[src/rtl/hall_lock_pkg.sv]
package hall_lock_pkg;

    // Tolerance shift for code 0: previous period divided by 4.
    localparam int TOL_BASE_SHIFT = 2;

    typedef enum logic [1:0] {
        V_NONE  = 2'd0,   // no new period this cycle
        V_PRIME = 2'd1,   // first period, stored as reference only
        V_PASS  = 2'd2,   // speed and tolerance both met
        V_FAIL  = 2'd3    // speed or tolerance missed
    } verdict_e;

    typedef enum logic {
        MODE_120 = 1'b0,
        MODE_180 = 1'b1
    } cmode_e;

endpackage

[src/rtl/hall_edge_sync.sv]
module hall_edge_sync #(
    parameter int STAGES = 2
) (
    input  logic clk,
    input  logic rst,
    input  logic hall_i,
    output logic rise_o
);
    logic [STAGES-1:0] sync_q;
    logic              last_q;

    always_ff @(posedge clk) begin
        if (rst) begin
            sync_q <= '0;
            last_q <= 1'b0;
        end else begin
            sync_q <= {sync_q[STAGES-2:0], hall_i};
            last_q <= sync_q[STAGES-1];
        end
    end

    assign rise_o = sync_q[STAGES-1] & ~last_q;

    // A rising edge is a single-cycle event.
    assert_rise_single_R2: assert property (@(posedge clk) disable iff (rst)
        rise_o |=> !rise_o);

endmodule

[src/rtl/hall_period_meter.sv]
module hall_period_meter #(
    parameter int CNT_W = 16
) (
    input  logic             clk,
    input  logic             rst,
    input  logic             rise_i,
    output logic             valid_o,
    output logic [CNT_W-1:0] period_o
);
    localparam logic [CNT_W-1:0] CNT_SAT = '1;

    logic [CNT_W-1:0] cnt_q;
    logic             started_q;

    always_ff @(posedge clk) begin
        if (rst) begin
            cnt_q     <= '0;
            started_q <= 1'b0;
            valid_o   <= 1'b0;
            period_o  <= '0;
        end else if (rise_i) begin
            cnt_q     <= CNT_W'(1);
            started_q <= 1'b1;
            valid_o   <= started_q;
            if (started_q) period_o <= cnt_q;
        end else begin
            valid_o <= 1'b0;
            if (cnt_q != CNT_SAT) cnt_q <= cnt_q + CNT_W'(1);
        end
    end

    assert_no_wrap_R3: assert property (@(posedge clk) disable iff (rst)
        (cnt_q == CNT_SAT && !rise_i) |=> cnt_q == CNT_SAT);

    assert_period_held_R2: assert property (@(posedge clk) disable iff (rst)
        !rise_i |=> $stable(period_o));

    assert_first_edge_silent_R4: assert property (@(posedge clk) disable iff (rst)
        (rise_i && !started_q) |=> !valid_o);

endmodule

[src/rtl/hall_lock_judge.sv]
module hall_lock_judge
    import hall_lock_pkg::*;
#(
    parameter int CNT_W  = 16,
    parameter int QUAL_W = 4
) (
    input  logic              clk,
    input  logic              rst,
    input  logic              meas_valid_i,
    input  logic [CNT_W-1:0]  meas_period_i,
    input  logic [2:0]        tol_code_i,
    input  logic [CNT_W-1:0]  max_period_i,
    input  logic [QUAL_W-1:0] qual_revs_i,
    output logic              lock_o
);
    localparam logic [CNT_W-1:0] CNT_SAT = '1;
    localparam int SH_W = 4;

    logic [CNT_W-1:0]  prev_q;
    logic              have_prev_q;
    logic [QUAL_W-1:0] qual_q;

    logic [CNT_W-1:0]  diff;
    logic [CNT_W-1:0]  allowed;
    logic [SH_W-1:0]   shamt;
    logic              speed_ok;
    logic              tol_ok;
    verdict_e          verdict;

    always_comb begin
        shamt    = {1'b0, tol_code_i} + SH_W'(TOL_BASE_SHIFT);
        allowed  = prev_q >> shamt;
        diff     = (meas_period_i >= prev_q) ? (meas_period_i - prev_q)
                                             : (prev_q - meas_period_i);
        speed_ok = (meas_period_i != CNT_SAT) && (meas_period_i <= max_period_i);
        tol_ok   = (diff <= allowed);
        if (!meas_valid_i)           verdict = V_NONE;
        else if (!have_prev_q)       verdict = V_PRIME;
        else if (speed_ok && tol_ok) verdict = V_PASS;
        else                         verdict = V_FAIL;
    end

    always_ff @(posedge clk) begin
        if (rst) begin
            prev_q      <= '0;
            have_prev_q <= 1'b0;
            qual_q      <= '0;
            lock_o      <= 1'b0;
        end else begin
            if (meas_valid_i) prev_q <= meas_period_i;
            unique case (verdict)
                V_PRIME: have_prev_q <= 1'b1;
                V_PASS: begin
                    if (qual_q >= qual_revs_i) lock_o <= 1'b1;
                    else                       qual_q <= qual_q + QUAL_W'(1);
                end
                V_FAIL: begin
                    lock_o <= 1'b0;
                    qual_q <= '0;
                end
                default: ;
            endcase
        end
    end

    assert_lock_on_new_period_R7: assert property (@(posedge clk) disable iff (rst)
        $rose(lock_o) |-> $past(meas_valid_i));

    assert_slow_clears_R8: assert property (@(posedge clk) disable iff (rst)
        (meas_valid_i && have_prev_q && meas_period_i > max_period_i) |=> (!lock_o && qual_q == '0));

    assert_no_lock_before_ref_R4: assert property (@(posedge clk) disable iff (rst)
        !have_prev_q |-> !lock_o);

    assert_qual_bounded_R7: assert property (@(posedge clk) disable iff (rst)
        (meas_valid_i && have_prev_q) |=> (qual_q <= $past(qual_q) + QUAL_W'(1)));

endmodule

[src/rtl/hall_speed_lock.sv]
module hall_speed_lock
    import hall_lock_pkg::*;
#(
    parameter int CNT_W       = 16,
    parameter int QUAL_W      = 4,
    parameter int SYNC_STAGES = 2
) (
    input  logic              clk,
    input  logic              rst,
    input  logic              hall_i,
    input  logic [2:0]        tol_code_i,
    input  logic [CNT_W-1:0]  max_period_i,
    input  logic [QUAL_W-1:0] qual_revs_i,
    output logic              lock_o,
    output logic              mode_180_o,
    output logic [CNT_W-1:0]  period_o
);
    logic              rise;
    logic              meas_valid;
    logic [2:0]        tol_q;
    logic [CNT_W-1:0]  max_q;
    logic [QUAL_W-1:0] qual_q;
    cmode_e            mode;

    hall_edge_sync #(.STAGES(SYNC_STAGES)) u_sync (
        .clk    (clk),
        .rst    (rst),
        .hall_i (hall_i),
        .rise_o (rise)
    );

    hall_period_meter #(.CNT_W(CNT_W)) u_meter (
        .clk      (clk),
        .rst      (rst),
        .rise_i   (rise),
        .valid_o  (meas_valid),
        .period_o (period_o)
    );

    // Configuration is captured on the edge that closes a period.
    always_ff @(posedge clk) begin
        if (rst) begin
            tol_q  <= '0;
            max_q  <= '0;
            qual_q <= '0;
        end else if (rise) begin
            tol_q  <= tol_code_i;
            max_q  <= max_period_i;
            qual_q <= qual_revs_i;
        end
    end

    hall_lock_judge #(.CNT_W(CNT_W), .QUAL_W(QUAL_W)) u_judge (
        .clk           (clk),
        .rst           (rst),
        .meas_valid_i  (meas_valid),
        .meas_period_i (period_o),
        .tol_code_i    (tol_q),
        .max_period_i  (max_q),
        .qual_revs_i   (qual_q),
        .lock_o        (lock_o)
    );

    assign mode       = lock_o ? MODE_180 : MODE_120;
    assign mode_180_o = (mode == MODE_180);

    assert_cfg_edge_only_R10: assert property (@(posedge clk) disable iff (rst)
        !rise |=> ($stable(tol_q) && $stable(max_q) && $stable(qual_q)));

    assert_lock_needs_period_R9: assert property (@(posedge clk) disable iff (rst)
        $rose(mode_180_o) |-> $past(meas_valid));

endmodule

[config.mk]
export PLATFORM = sky130hd
export DESIGN_NAME = hall_speed_lock
export DESIGN_NICKNAME = d
export VERILOG_FILES = /design/src/rtl/hall_lock_pkg.sv /design/src/rtl/hall_edge_sync.sv /design/src/rtl/hall_period_meter.sv /design/src/rtl/hall_lock_judge.sv /design/src/rtl/hall_speed_lock.sv
export SDC_FILE = /design/constraint.sdc
export NUM_CORES = 1
export LEC_CHECK = 0
export ABC_CLOCK_PERIOD_IN_PS = 5100
export BUFFER_PORTS_ARGS = -buffer_cell sky130_fd_sc_hd__clkbuf_2
export CORE_MARGIN = 1.5
export CORE_UTILIZATION = 30
export DETAILED_ROUTE_END_ITERATION = 10
export PLACE_DENSITY_LB_ADDON = 0.1
export SLEW_MARGIN = 0
export SYNTH_ARGS = -nofsm -noshare
export SYNTH_HDL_FRONTEND = slang
export SYNTH_SLANG_ARGS = --single-unit
[constraint.sdc]
create_clock -name clk -period 5.1 [get_ports clk]
set_input_delay 0.51 -clock clk [delete_from_list [all_inputs] [get_ports clk]]
set_output_delay 0.51 -clock clk [all_outputs]
set_load 0.1 [all_outputs]
---- Word level (Yosys, flattened, before mapping) ----
Index checks and enable logic that the tools add are counted.
cells by class
  $lt $le $gt $ge ......................... 4
  add/subtract/negate cells ............... 5
  reductions and logical operators ........ 9
  bitwise logic cells ..................... 3
  shifts and indexed selects .............. 1
  mux-type cells .......................... 11
  multipliers ............................. 0
  div/mod/pow operators ................... 0
  eq/ne operators ......................... 7
operators with widths
  kind                                                                     number
  16-bit less-or-equal comparator                                          2
  16-bit inequality test, second input constant                            2
  16-bit subtractor                                                        2
  16-bit by 1-bit adder with 16-bit output, second input constant          1
  16-bit >= comparator                                                     1
  16-bit 2-to-1 mux                                                        1
  16-bit by 4-bit >> shifter with 16-bit output                            1
  4-bit one-hot mux with 2 select lines                                    1
  2-bit AND reduction                                                      3
  1-bit 2-to-1 mux                                                         5
  3-bit by 2-bit adder with 4-bit output, second input constant            1
  4-bit by 1-bit adder with 4-bit output, second input constant            1
  2-bit == test, second input constant                                     2
  4-bit >= comparator                                                      1
  2-bit 2-to-1 mux                                                         2
  4-bit 2-to-1 mux                                                         1
  2-bit nonzero test                                                       2
  2-bit OR reduction                                                       2
  2-bit by 1-bit == test with 1-bit output, second input constant          1
  1-bit logical AND                                                        2
  2-bit by 1-bit inequality test with 1-bit output, second input constant  1
  2-bit inequality test, second input constant                             1
  1-bit NOT                                                                2
  1-bit one-hot mux with 2 select lines                                    1
  1-bit AND                                                                1
word-level totals
  output and inout bits ................... 18
  memories ................................ 0
  bits of input ports ..................... 26
  bits in latches ......................... 0
  register bits after elaboration ......... 82
  memory bits (writable) .................. 0
  memory bits (read-only) ................. 0

---- Longest topological paths before layout ----
Gate-level depths: netlist of run 1.
  depth in word-level cells ............... 10
  mapped depth ............................ 23
  depth with buffers taken out ............ 21

---- By module ----
Synthesis of run 1 repeated with hierarchy kept, for this count alone.
unflattened totals
  cell total of the unflattened synthesis .. 754
  area total of the unflattened synthesis .. 6262.3 µm²
by module, submodules not included
  module             times used  area an instance (µm²)  cells an instance  sequential area each (µm²)
  hall_lock_judge    1           3882.5                  500                440.4
  hall_period_meter  1           1448.9                  172                680.7
  hall_speed_lock    1           843.3                   75                 460.4
  hall_edge_sync     1           87.6                    7                  60.1

---- Worst setup path after synthesis of run 1 ----
Ideal clock, no wire load.
  kind .................................... reg2reg
  from .................................... register u_meter.period_o[1]
  to ...................................... register u_judge.qual_q[1]
  cell stages (with the launch flop) ...... 21
  arrival time ............................ 5.108 ns
  path slack .............................. -0.073 ns
  path through ............................ dfxtp_1 -> inv_1 -> ha_1 -> and4_1 -> a2111oi_2 -> o21ai_1 -> a31oi_4 -> buf_4 -> buf_2 -> nor2_1 -> a211oi_1 -> nor2_1 -> xnor2_1 -> ha_1 -> and2_0 -> a221o_1 -> a211oi_1 -> o21ai_0 -> nor4b_1 -> a221o_1 -> nor2b_1
between the ends
  cells in the longest elaborated chain, start to end .. 10
  elaborated cells on any way between the ends .. 18
RTL lines
  item                                                                          RTL line                 source
  from (decl)                                                                   hall_period_meter.sv:8   output logic [CNT_W-1:0] period_o
  from (signal assigned)                                                        hall_period_meter.sv:25  if (started_q) period_o <= cnt_q;
  16-bit subtractor, or another cell as far along                               hall_lock_judge.sv:34    : (prev_q - meas_period_i);
  16-bit 2-to-1 mux                                                             hall_lock_judge.sv:33    diff = (meas_period_i >= prev_q) ? (meas_period_i - prev_q)
  16-bit less-or-equal comparator                                               hall_lock_judge.sv:36    tol_ok = (diff <= allowed);
  1-bit logical AND *                                                           hall_lock_judge.sv:39    else if (speed_ok && tol_ok) verdict = V_PASS;
  1-bit 2-to-1 mux *                                                            hall_lock_judge.sv:39
  2-bit 2-to-1 mux *                                                            hall_lock_judge.sv:38    else if (!have_prev_q) verdict = V_PRIME;
  2-bit 2-to-1 mux *                                                            hall_lock_judge.sv:37    if (!meas_valid_i) verdict = V_NONE;
  2-bit == test                                                                 hall_lock_judge.sv:51    unique case (verdict)
  2-bit inequality test (no source line) or 2-bit nonzero test (tied branches)  n/a
  2-bit AND reduction (no source line)                                          n/a
  to (signal assigned)                                                          hall_lock_judge.sv:55    else qual_q <= qual_q + QUAL_W'(1);
  to (decl)                                                                     hall_lock_judge.sv:21    logic [QUAL_W-1:0] qual_q;
Mark *: on every way between the ends. The rest lies on a longest branch, timed or not.
A chain may end at the register's enable or synchronous reset.

---- Final worst setup path of run 1 ----
  from .................................... register u_meter.period_o[0]
  to ...................................... register u_judge.qual_q[3]
Same word-level chain as after synthesis.

==> reports/metrics.csv, run 1 <==
metric,value,unit
die_w,143,um
crit_buf_inv,2,
grtUsageTotal,17.0,%
period_needed,4870,ps
io_pins,44,
synth_seq_cells,82,
avgRoutedWirePerCell,16.2,um
final_common_cell,nand2_1,
post-route-period-util,95.4,%
instances_no_fill,1036,
cp_data_required_time,5340,ps
port_buffers,43,
maxSlewViolCount,0,
holdBufCountCts,0,
max_freq,0.206,GHz
gp_congestion,0.880,
antennaDiodeCount,0,
grt_pass1_vias,5024,
synthesis.nets,826,
critical_path_class,reg -> reg,
clk_latency,340,ps
ys_seq_area_share,28.0,%
status,finished clean,
crit_family,compound AO/OA/AOI/OAI gates,
cts_root_buf,clkbuf_16,
worst_setup_path_end_kind,flip-flop,
tightestPinTransition,846,ps
cp_cell_sequence,"inv_1, ha_1, inv_1, fa_1, a21o_1, a2111oi_4, o21ai_2, a31oi_4, mux2_2, a311o_1, a21oi_2, xnor2_1, ha_1, and4_4, nand4_1, a21oi_2, a211oi_2, o21ai_2, nor4b_2, a221o_1, and2_1",
core_area,19000,um^2
multiInputGateArea,3900,um^2
synthDistinctLibCells,54,
drt_pre_antenna_iters,6,
fin_nets,868,
htreeDepth,3,
hold_class,in -> reg,
numClockSinks,82,
cts_tree,built,
ir_worst_vdd,0.141,mV
p_leak,2.69,nW
most-common-layout-cells,"nand2_1 (110), a21oi_1 (81), dfxtp_1 (76)",
utilization,35.7,%
slew_headroom,43.5,%
remaining_drc_errors,0,
ant_nets,0,
dp_hpwl,13400,um
avgSynthCellArea,8.02,um^2
via_count,5171,
arrival,5100,ps
synth_edf_count,0,
cp_slowest_cell,fa_1,
setup_viol,0,
ys.flop_type,dfxtp_1,
seqCellArea,1650,um^2
rows,50,
antenna_found_initial,0,
clk_pin_slew,60,ps
syn_inst,731,
power.density,198,nW/um^2
finalHoldViolCount,0,
overflow,0,
postSynth.asyncResetShare,0,%
ys_warn_count,0,
drive_above_1_share,14.7,%
initial_core_util,30.9,%
dp_cells,1019,
die_h,143,um
dieArea,20400,um^2
cts_made_buffers,9,
max_stage_delay,400,ps
routed_wl,16800,um
vias_per_cell,4.99,
nFillCells,1995,
first_iter_violations,317,
critPathMaxFanout,7,
area_delta_synth_final,15.3,%
grt_max_degree,38,
tns,0,ps
startpoint_type,flip-flop,
grt_pass1_wl,26800,um
synth_area,5870,um^2
clock_skew,6.10,ps
max_cap_violations,0,
clockBufferDepth,2,
## cell type report
| type | instances | area share, % |
|---|---|---|
| Timing Repair Buffer | 71 | 6.29 |
| Sequential cell | 82 | 24.4 |
| Multi-Input combinational cell | 554 | 57.6 |
| Inverter | 55 | 3.05 |
| Clock buffer | 11 | 3.59 |
| Tap cell | 260 | 4.81 |
| Clock inverter | 3 | 0.259 |
## repair_timing
| action | 4_1_cts | 5_1_grt |
|---|---|---|
| setup buffers | 0 | 3 |
| endpoints found under the setup margin | 0 | 5 |
| resized for setup | 0 | 10 |
## synthesized netlist by cell type (9+ instances only)
cell type | n | share of area, %
dfxtp_1 | 82 | 28
nor2b_1 | 12 | 1.3
mux2i_1 | 40 | 6.8
xnor2_1 | 14 | 2.1
o21ai_0 | 16 | 1.4
clkbuf_1 | 29 | 1.9
nand2_1 | 110 | 7.0
a21oi_1 | 83 | 7.1
inv_1 | 55 | 3.5
xor2_1 | 12 | 1.8
a21o_1 | 24 | 3.1
nand2b_1 | 9 | 0.96
nor2_1 | 49 | 3.1
nand4_1 | 16 | 1.7
ha_1 | 67 | 14
## worst reg2reg max path, delay by kind of cell, from the launching register on
family	cells	cell delay [ps]
compound gates	10	2350
xor+xnor	1	80
fa+ha+maj	3	880
buf+inv	2	140
flops	1	310
mux	1	370
simple gates	4	640
## stage by stage
stage	power, mW	setup WS, ps	area (um^2)	hold slack, ps
after global placement	0.762	231	6430	422
after CTS	1.35	79.5	6690	373
after detailed placement	0.764	134	6430	420
after floorplan	0.733	43.5	5870	414
final	1.34	235	6760	376
after global routing	1.40	-22.0	6760	394
## routing by layer
layer  share of wire, %  vias to the layer above  GRT usage, %
met5                  0                        -             0
met4                1.9                        0          5.53
met3                3.4                       25          2.28
met2                 45                       99          27.3
met1                 50                     2426          23.5
li1                   -                     2621             -
## power breakdown
group / total (mW) / leakage [nW] / internal, mW / switching, mW
combinational: 0.0938 / 1.89 / 0.0397 / 0.0542
sequential: 0.661 / 0.666 / 0.650 / 0.0110
clock: 0.584 / 0.127 / 0.336 / 0.248
## sequential cells by signal, summed over array words and instances, names as in the netlist
| register | cells |
|---|---|
| u_judge.qual_q | 4 |
| max_q | 16 |
| u_meter.cnt_q | 16 |
| tol_q | 3 |
| u_judge.lock_o | 1 |
| u_sync.last_q | 1 |
| u_meter.period_o | 16 |
| u_judge.prev_q | 16 |
| u_meter.started_q | 1 |
| u_sync.sync_q | 2 |
| qual_q | 4 |
| u_judge.have_prev_q | 1 |
| u_meter.valid_o | 1 |
## worst paths after layout
kind	start	endpoint	slack (ps)	cells after the start
hold / removal	hall_i	u_sync.sync_q[0]$_SDFF_PP0_	380	2
setup reg to reg	u_meter.period_o[0]$_SDFFE_PP0P_	u_judge.qual_q[3]$_SDFFE_PP0P_	230	21
setup / recovery	u_meter.period_o[0]$_SDFFE_PP0P_	u_judge.qual_q[3]$_SDFFE_PP0P_	230	21
hold reg to reg	u_sync.sync_q[0]$_SDFF_PP0_	u_sync.sync_q[1]$_SDFF_PP0_	430	1
## cells by family after synthesis
group | Yosys count | share of synthesized area, %
fa+ha+maj | 69 | 15.0
buf+inv | 95 | 6.44
flops | 82 | 28.0
simple gates | 243 | 19.3
xor+xnor | 26 | 3.88
mux | 49 | 9.32
compound gates | 167 | 18.1
(Power assumes the default switching activity.)
==> run 2: changes to the inputs <==
Settings changed: ABC_AREA set to 1.
==> run 2 against run 1 <==
- clock skew increased by 3.6 ps
- register-to-register slack gained 990 ps
- critical endpoint is now u_judge.qual_q[1]$_SDFFE_PP0P_
- clock power up 29%
- sequential power increased by 0.8%
- worst setup slack better by 990 ps
- non-clock buffer count is 23 lower
- highest routed layer unchanged
- utilization down 0.88 points
- sequential share of layout area is 0.23 points lower
==> reports/metrics.csv, run 2 <==
metric,value,unit,change
final_common_cell,nand2_1,,
io_pins,44,,unchanged
area_delta_synth_final,13.1,%,
yosys-top-cells-area,"dfxtp_1 (27%), ha_1 (14%), nand2_1 (12%), inv_1 (9.3%), o21ai_0 (8.2%)",,
synthesis.nets,1001,,+21%
cts_root_buf,clkbuf_16,,
grtUsageTotal,18.3,%,+1.3 points
synthDistinctLibCells,43,,-20%
drt_pre_antenna_iters,4,,-2
rows,51,,+2.0%
initial_core_util,30.8,%,-0.17 points
crit_end,u_judge.qual_q[1]$_SDFFE_PP0P_,,
htreeDepth,3,,unchanged
antenna_found_initial,0,,unchanged
critPathMaxFanout,23,,+16
remaining_drc_errors,0,,unchanged
ant_nets,0,,unchanged
synth_edf_count,0,,unchanged
setup_viol,0,,unchanged
holdBufCountCts,0,,unchanged
dp_hpwl,14600,um,+8.8%
startpoint_type,flip-flop,,
arrival,4100,ps,-1000 ps
synth_top_area_cell,dfxtp_1,,
setup_slack,1230,ps,+995 ps
cts_tree,built,,
cp_slowest_cell,fa_1,,
ys.flop_type,dfxtp_1,,
avgSynthCellArea,6.63,um^2,-17%
finalHoldViolCount,0,,unchanged
syn_inst,906,,+24%
seqCellArea,1640,um^2,-0.46%
synth_area,6010,um^2,+2.5%
multiInputGateArea,3650,um^2,-6.4%
post_cts.repair.setup_buffers,0,,unchanged
final_cell_area,6800,um^2,+0.48%
status,finished clean,,
clock_skew,9.73,ps,+3.63 ps
vias_per_cell,4.68,,-6.2%
pre_cts_ws,1220,ps,+1090 ps
postSynth.asyncResetShare,0,%,unchanged
power.switching,0.539,mW,+72%
port_buffers,43,,unchanged
combPwrFrac,21.3,%,+14 points
grt_max_degree,57,,+50%
most-common-layout-cells,"nand2_1 (195), inv_1 (149), o21ai_0 (99)",,
cts.repair.resized,0,,unchanged
synth.most_common_cell,nand2_1,,
max_cap_violations,0,,unchanged
slew_headroom,41.5,%,-2.1 points
gp_congestion,0.862,,-2.1%
dieArea,20900,um^2,+2.4%
power.density,266,nW/um^2,+34%
core_area,19500,um^2,+3.0%
r2r-end,u_judge.qual_q[1]$_SDFFE_PP0P_,,
rsz0062_at_grt,false,,
first_iter_violations,258,,-19%
hold_class,in -> reg,,
numClockSinks,82,,unchanged
timing.rr.start,u_meter.period_o[0]$_SDFFE_PP0P_,,
avgRoutedWirePerCell,15.0,um,-7.6%
ff2ff_setup_slack,1230,ps,+990 ps
maxSlewViolCount,0,,unchanged
routed_wl,18100,um,+7.4%
die_h,145,um,+1.2%
r2r_cells,27,,+29%
ys_warn_count,0,,unchanged
die_w,145,um,+1.2%
p_sw_share,29.8,%,+6.4 points
p_int,1.27,mW,+24%
synth_top_area_share,27.3,%,-0.67 points
clk_pin_slew,70,ps,about the same
tightestPinTransition,877,ps,+31.0 ps
power_frac_clock,41.8,%,-1.8 points
grt_pass1_vias,5302,,+5.5%
crit_start,u_meter.period_o[0]$_SDFFE_PP0P_,,
period_needed,3870,ps,-995 ps
power_frac_seq,36.9,%,-13 points
overflow,0,,unchanged
tns,0,ps,unchanged
dpl_cell_area,6460,um^2,+0.41%
nFillCells,2203,,+10%
critical_path_class,reg -> reg,,
max_freq,0.258,GHz,+26%
max_stage_delay,440,ps,+40 ps
post-route-period-util,75.9,%,-20 points
clk_latency,350,ps,about the same
synth_seq_cells,82,,unchanged
cp_data_required_time,5330,ps,about the same
antennaDiodeCount,0,,unchanged
ys_seq_area_share,27.3,%,-0.67 points
worst_setup_path_end_kind,flip-flop,,
fin_nets,1031,,+19%
grt_pass1_wl,29000,um,+8.0%
cts_made_buffers,9,,unchanged
drive_above_1_share,9.68,%,-5.0 points
synthTopCellsByCount,"nand2_1 (195), inv_1 (149), o21ai_0 (99)",,
clockBufferDepth,2,,unchanged
p_leak,3.27,nW,+22%
ir_worst_vdd,0.150,mV,+6.5%
via_count,5642,,+9.1%
power,1.81,mW,+35%
==> run 2: metal layers <==
layer / global-route usage [%] / part of all wire (%) / vias to the layer above
li1: - / - / 3003
met1: 25.5 / 51 / 2565
met2: 29.5 / 46 / 59
met3: 2.35 / 2.1 / 15
met4: 5.05 / 1.1 / 0
met5: 0 / 0 / -
==> run 2: layout make-up <==
cell class | instances | area share, %
well taps | 265 | 4.88
clock buffers | 9 | 3.31
flip-flops and latches | 82 | 24.2
inverters | 156 | 8.62
clock inverters | 6 | 1.66
repair buffers | 48 | 3.72
multi-input cells | 639 | 53.7
==> run 2: how the worst min path moves through the flow <==
| stage | start | endpoint | slack, ps | cells after the start |
|---|---|---|---|---|
| CTS | hall_i | u_sync.sync_q[0]$_SDFF_PP0_ | 330 | 3 |
| detailed placement | u_sync.sync_q[0]$_SDFF_PP0_ | u_sync.sync_q[1]$_SDFF_PP0_ | 400 | 2 |
| global route | hall_i | u_sync.sync_q[0]$_SDFF_PP0_ | 330 | 3 |
| finish | hall_i | u_sync.sync_q[0]$_SDFF_PP0_ | 340 | 3 |
| global placement | u_sync.sync_q[0]$_SDFF_PP0_ | u_sync.sync_q[1]$_SDFF_PP0_ | 390 | 2 |
| floorplan | u_sync.sync_q[0]$_SDFF_PP0_ | u_sync.sync_q[1]$_SDFF_PP0_ | 390 | 2 |
==> run 2: power by group through the flow <==
stage | clock network, mW | registers [mW] | logic [mW]
after CTS | 0.776 | 0.666 | 0.388
final | 0.756 | 0.666 | 0.385
after detailed placement | 0 | 0.680 | 0.386
after floorplan | 0 | 0.687 | 0.282
after global placement | 0 | 0.680 | 0.392
after global routing | 0.809 | 0.668 | 0.440
==> run 2: kinds of logic (layout without fill, tap and decap cells) <==
logic type / after synthesis / after routing / synth area share, %
adders and majority gates: 69 / 69 / 14.6
buffers and inverters: 185 / 219 / 12.0
DFF: 82 / 82 / 27.3
AOI/OAI and AO/OA: 206 / 206 / 18.5
and+or+nand+nor: 345 / 345 / 24.8
xor gates and xnor gates: 19 / 19 / 2.77
==> run 2: worst max-delay path, delay by kind of cell (launching register included) <==
family,cells,cell delay [ps]
AOI/OAI and AO/OA,3,470
xor gates and xnor gates,1,130
adders and majority gates,3,920
DFF,1,330
and+or+nand+nor,17,1590
buffers and inverters,3,300
==> run 2: per-stage QoR <==
step           hold WS [ps]  util [%]  instances
2_1_floorplan           388         -        906
3_3_place_gp            390      33.1       1190
3_5_place_dp            396      33.1       1190
4_1_cts                 326      34.8       1205
5_1_grt                 330      34.8       1205
6_report                343      34.8       1205
